[src/rtl/gpio_pin_mode.sv]
module gpio_pin_mode #(
  parameter int PINS = 16
) (
  input  logic              clk,
  input  logic              rst_n,
  input  logic [2*PINS-1:0] cfg_mode,
  input  logic [PINS-1:0]   cfg_odrain,
  input  logic [2*PINS-1:0] cfg_pull,
  input  logic [PINS-1:0]   out_bit,
  input  logic [PINS-1:0]   alt_bit,
  input  logic [PINS-1:0]   alt_txen,
  input  logic [PINS-1:0]   pad_lvl,
  output logic [PINS-1:0]   drv_lo,
  output logic [PINS-1:0]   drv_hi,
  output logic [PINS-1:0]   pull_up,
  output logic [PINS-1:0]   pull_dn,
  output logic [PINS-1:0]   rx_en,
  output logic [PINS-1:0]   pin_val
);

  logic [PINS-1:0] rx_gated;

  for (genvar i = 0; i < PINS; i++) begin : g_pin
    logic [1:0] md, pl;
    logic       en, dat;
    assign md = cfg_mode[2*i +: 2];
    assign pl = cfg_pull[2*i +: 2];

    always_comb begin
      en  = 1'b0;
      dat = 1'b0;
      unique case (md)
        2'b01:   begin en = 1'b1;        dat = out_bit[i]; end
        2'b10:   begin en = alt_txen[i]; dat = alt_bit[i]; end
        default: begin en = 1'b0;        dat = 1'b0;       end
      endcase
    end

    assign rx_en[i]    = (md != 2'b11);
    assign drv_lo[i]   = en & ~dat;
    assign drv_hi[i]   = en & dat & ~cfg_odrain[i];
    assign pull_up[i]  = rx_en[i] & (pl == 2'b01);
    assign pull_dn[i]  = rx_en[i] & (pl == 2'b10);
    assign rx_gated[i] = rx_en[i] & pad_lvl[i];
  end

  always_ff @(posedge clk or negedge rst_n)
    if (!rst_n) pin_val <= '0;
    else        pin_val <= rx_gated;

endmodule


[config.mk]
export PLATFORM = sky130hd
export DESIGN_NAME = gpio_pin_mode
export DESIGN_NICKNAME = d
export VERILOG_FILES = /design/src/rtl/gpio_pin_mode.sv
export SDC_FILE = /design/constraint.sdc
export NUM_CORES = 1
export LEC_CHECK = 0
export ABC_AREA = 0
export BUFFER_PORTS_ARGS = -buffer_cell sky130_fd_sc_hd__buf_4
export CORE_AREA = 2 2 93 95
export DETAILED_ROUTE_END_ITERATION = 8
export DIE_AREA = 0 0 95 97
export GPL_TIMING_DRIVEN = 0
export MAX_ROUTING_LAYER = met4
export PLACE_DENSITY = 0.72
export SLEW_MARGIN = 25
export SYNTH_ARGS = -nofsm -noshare
export SYNTH_HDL_FRONTEND = slang
export SYNTH_SLANG_ARGS = --single-unit
[constraint.sdc]
create_clock -name clk -period 0.8 [get_ports clk]
set_clock_uncertainty 0.05 [all_clocks]
set_input_delay 0.04 -clock clk [delete_from_list [all_inputs] [get_ports clk]]
set_output_delay 0.04 -clock clk [all_outputs]
set_load 0.01 [all_outputs]
* After elaboration in Yosys (flattened, before gate mapping)
Cells that the tools add are included. W data, S select, Z words.
Word-level totals: flip-flop bits (word level) 16, bits in latches 0, bits in writable memories 0, memory bits (read-only) 0, bits of input ports 146, word-level logic and storage cells 241, memories 0
Operators by class: $add $sub $neg 0, $mul 0, div/mod/pow operators 0, order comparisons 0, eq/ne operators 80, shift operators 0, mux-type cells 32, bitwise logic cells 128, reduce and logical (&&, ||, !) cells 0
Operators by type and width (count):
- $and A1 B1 Y1 | 96
- $eq A2 B1 Y1 const B | 32
- $eq A2 B2 Y1 const B | 32
- $pmux W1 S2 | 32
- $ne A2 B2 Y1 const B | 16
- $not A1 Y1 | 32

* Logic depth before layout (Yosys ltp)
word-level depth 4, depth in mapped cells 4

* Least setup slack after synthesis
OpenSTA, ideal clock, no wires.
path type input -> output, start input cfg_mode[0], end output drv_hi[0], arrival time 0.826 ns, path slack -0.116 ns, stages on the path 3, buffers on the path 0, path through inv_1 ha_1 nor4_1
On the way: word-level cells in the longest chain between the ends 4
Ends and longest elaborated chain:
- start: declaration | RTL line 6 | input logic [2*PINS-1:0] cfg_mode,
- $eq A2 B2 Y1 or $eq A2 B1 Y1 (tied branches) | RTL line 32 | unique case (md)
- $pmux W1 S2 | RTL line 32
- $and A1 B1 Y1 (*) (2 in series) | RTL line 41 | assign drv_hi[i] = en & dat & ~cfg_odrain[i];
- end: declaration | RTL line 14 | output logic [PINS-1:0] drv_hi,
Mark *: on every way between the ends. The rest lies on a longest branch, timed or not.

* Worst setup path after layout
start input cfg_mode[26], end output drv_lo[13]
On the way: word-level cells in the longest chain between the ends 4
Ends and longest elaborated chain:
- $eq A2 B2 Y1 or $eq A2 B1 Y1 (tied branches) | RTL line 32
- $pmux W1 S2 | RTL line 32
- $not A1 Y1 | RTL line 40 | assign drv_lo[i] = en & ~dat;
- $and A1 B1 Y1 (*) | RTL line 40
- end: declaration | RTL line 13 | output logic [PINS-1:0] drv_lo,
Marked as above.

==> parameters.txt <==
Parameter                              Value

Layout
  Net count reported at finish    roughly 700
  Max reg flops    16
  Layout cells sized above 1    between 80 and 90%
  Area growth from synthesis to layout    195.0%
  Largest registers    pin_val x16
  Register area    about 400 um^2
  Most frequent standard cell in the layout excluding fill and tap cells    buf_4
  Fill count    around 550
  Most frequent cells in the layout    buf_4 (195), buf_6 (43), ha_4 (40)
  Register bank with the most flops    pin_val
  Area occupied by multi-input gates    ~2700 um^2

Routing
  Drt first pass iters    6
  Remaining antenna violation count after routing    0
  Ratio of routed vias to standard cells    approximately 4.6
  DRC viols    0
  Drt initial violations    35
  Count of vias placed by the detailed router    between 2000 and 3000
  Post-DR wirelength/cell    between 15 and 20 um
  Total Routed Length    around 10 mm

Die
  Starting density of the core    roughly 25%
  Die Area    slightly above 9000 um^2
  Die boundary width    around 95 um
  Floorplan core area    between 8000 and 9000 um^2
  IO Count    242
  Core Rows    33
  Vertical die dimension    about 97 um

Global route
  Final global-route overflow total    0
  Global-route wire length before repair    between 10 and 15 mm
  Antenna violations before repair    1
  Pin count of the biggest net entering global routing    17
  Number of global-route vias before repair    between 3000 and 4000
  GRT Total Usage    between 20 and 25%

Clock tree
  CTS tree    yes
  Clock slew at reported path FFs    0.06 ns
  Number of CTS-inserted buffers    3
  Total number of clock tree sinks    16
  CTS Root Buffer Type    clkbuf_8
  Maximum buffer depth of the clock tree    2
  Maximum level of the CTS H-tree    1

Critical path
  Crit path buffers/inverters    3
  Critical path endpoint category    primary output
  Highest-delay cell along the critical path    nor3b_4
  Critical path start-end classification    in2out
  Critical path required time    0.71 ns
  Kind of start point of the critical path    primary input
  Delay of the slowest critical-path stage    roughly 0.28 ns
  Worst path arrival time    1.00 ns
  Maximum net fanout on the critical path    3
  Dominant delay contributor by cell family on the critical path    simple AND/OR/NAND/NOR gates
  Critical-path cell list    buf_12 -> inv_6 -> ha_4 -> a22oi_2 -> nor3b_4 -> buf_6

Power
  Static power due to leakage    roughly 2.6 nW
  Comb pwr share    64.8%
  Sw Share    approximately 34%
  Part of the power in the clock network    between 10% and 20%
  Maximum resistive drop on vdd    361.0 uV
  Total Power    roughly 0.0046 W
  Power Density    about 770 nW/um^2
  Net switching power figure    around 0.0015 W
  Internal Pwr Total    a little over 0.003 W
  Sequential share of power    between 15 and 20%

STA
  Fmax    about 920 MHz
  RSZ-0062 raised after global routing    true
  Final setup fails    57
  Count of endpoints failing hold in the final timing report    0
  Worst path setup slack after routing    -0.2918 ns
  Max-slew violation count    0
  Min Tclk post-route    ~1.1 ns
  Total Neg Setup Slack    -5.668 ns
  Measured slew at the worst slew-check pin    around 0.3 ns
  Post-route clock period utilization    136.5%
  Max_slew headroom    80.48%

Yosys
  Synthesized instance count    224
  Synthesized area per cell    around 9.0 um^2
  Cell area after technology mapping    roughly 2000 um^2
  Number of library cell types mapped by synthesis    9
  Register area share after synthesis    approximately a fifth
  Synthesis-stage register bit count    16
  Post-Synthesis Net Count    between 400 and 500
  Yosys synthesis warning count    0

Run status
  Run status    finished, violations left
  Failing checks    negative setup slack

Worst hold path
  Hold path start    pad_lvl[8]
  Worst Hold Path Cells    2
  Hold WC Path Type    in2reg
  WHS Endpoint    pin_val[8]

Job
  Max-capacitance violation count    0

Placement
  Number of buffers inserted by port buffering    approximately 240
  HPWL after detailed placement    between 7 and 8 mm
  GP Congestion    ~0.73
==> layer usage <==
metal | part of all wire [%] | up-vias | wire [um] | global-route usage [%]
met1 | 32 | 1333 | 3266 | 19.60
met2 | 60 | 127 | 6072 | 41.90
li1 | - | 1336 | - | -
met3 | 7.2 | 8 | 736 | 2.882
met5 | 0 | - | 0 | -
met4 | 1.0 | 0 | 104 | 2.676
==> logic make-up after synthesis <==
kind of cell	share of synthesized area (%)
flops	19.80
buf+inv	8.911
simple gates	31.68
fa+ha+maj	29.70
compound gates	9.901
==> metrics by stage <==
step                      instance area [um^2]  std cells  util (%)  worst slack, ns  hold slack (ns)
after floorplan                           2484        224         -        -0.008725          -0.3056
after global placement                    4424        570     54.39          -0.2908          -0.1356
after detailed placement                  4424        570     54.39          -0.2960          -0.1302
after CTS                                 5608        597     68.94          -0.2474         0.004127
after global routing                      5966        610     73.34          -0.3174         0.008168
final                                     5966        610     73.34          -0.2918         0.009103
==> synth_stat cells <==
library cell  instances  area share (%)
a21oi_1              16             4.0
a22oi_1              16             5.9
dfrtp_1              16              20
ha_1                 48              30
inv_1                48             8.9
nor2b_1              16             5.0
nor3b_1              32              12
nor3b_2              16             9.9
nor4_1               16             5.0
==> timing repair <==
action,4_1_cts,5_1_grt
resized for setup,224,56
pin swaps,42,52
endpoints found under the setup margin,80,74
hold buffers,15,0
buffers inserted,8,12
endpoints found under the hold margin,30,0
==> cell type report <==
class                      count  area share [%]
antenna                        1         0.04195
clock buffer                   4          0.9228
inverter                      48           4.069
multi-input combinational    160           44.59
sequential                    16           6.711
tap                          105           2.202
timing repair buffer         276           41.46
==> power by group through the flow <==
stage               Sequential [W]  Clock (W)  Combinational, W
floorplan                 0.000917          0          0.000946
global placement          0.000889          0           0.00207
detailed placement        0.000891          0           0.00212
CTS                       0.000886   0.000742           0.00273
global route              0.000890   0.000808           0.00314
finish                    0.000886   0.000720           0.00296
==> worst max-delay path by stage <==
stage	start	end	slack (ns)	depth (start not counted)
2_1_floorplan	cfg_mode[7]	drv_lo[3]	-0.009	4
3_3_place_gp	cfg_mode[14]	drv_lo[7]	-0.29	5
3_5_place_dp	cfg_mode[14]	drv_lo[7]	-0.30	5
4_1_cts	cfg_mode[14]	drv_hi[7]	-0.25	7
5_1_grt	cfg_mode[26]	drv_lo[13]	-0.32	6
6_report	cfg_mode[26]	drv_lo[13]	-0.29	6
No activity file was read; power rests on OpenSTA's default activity.
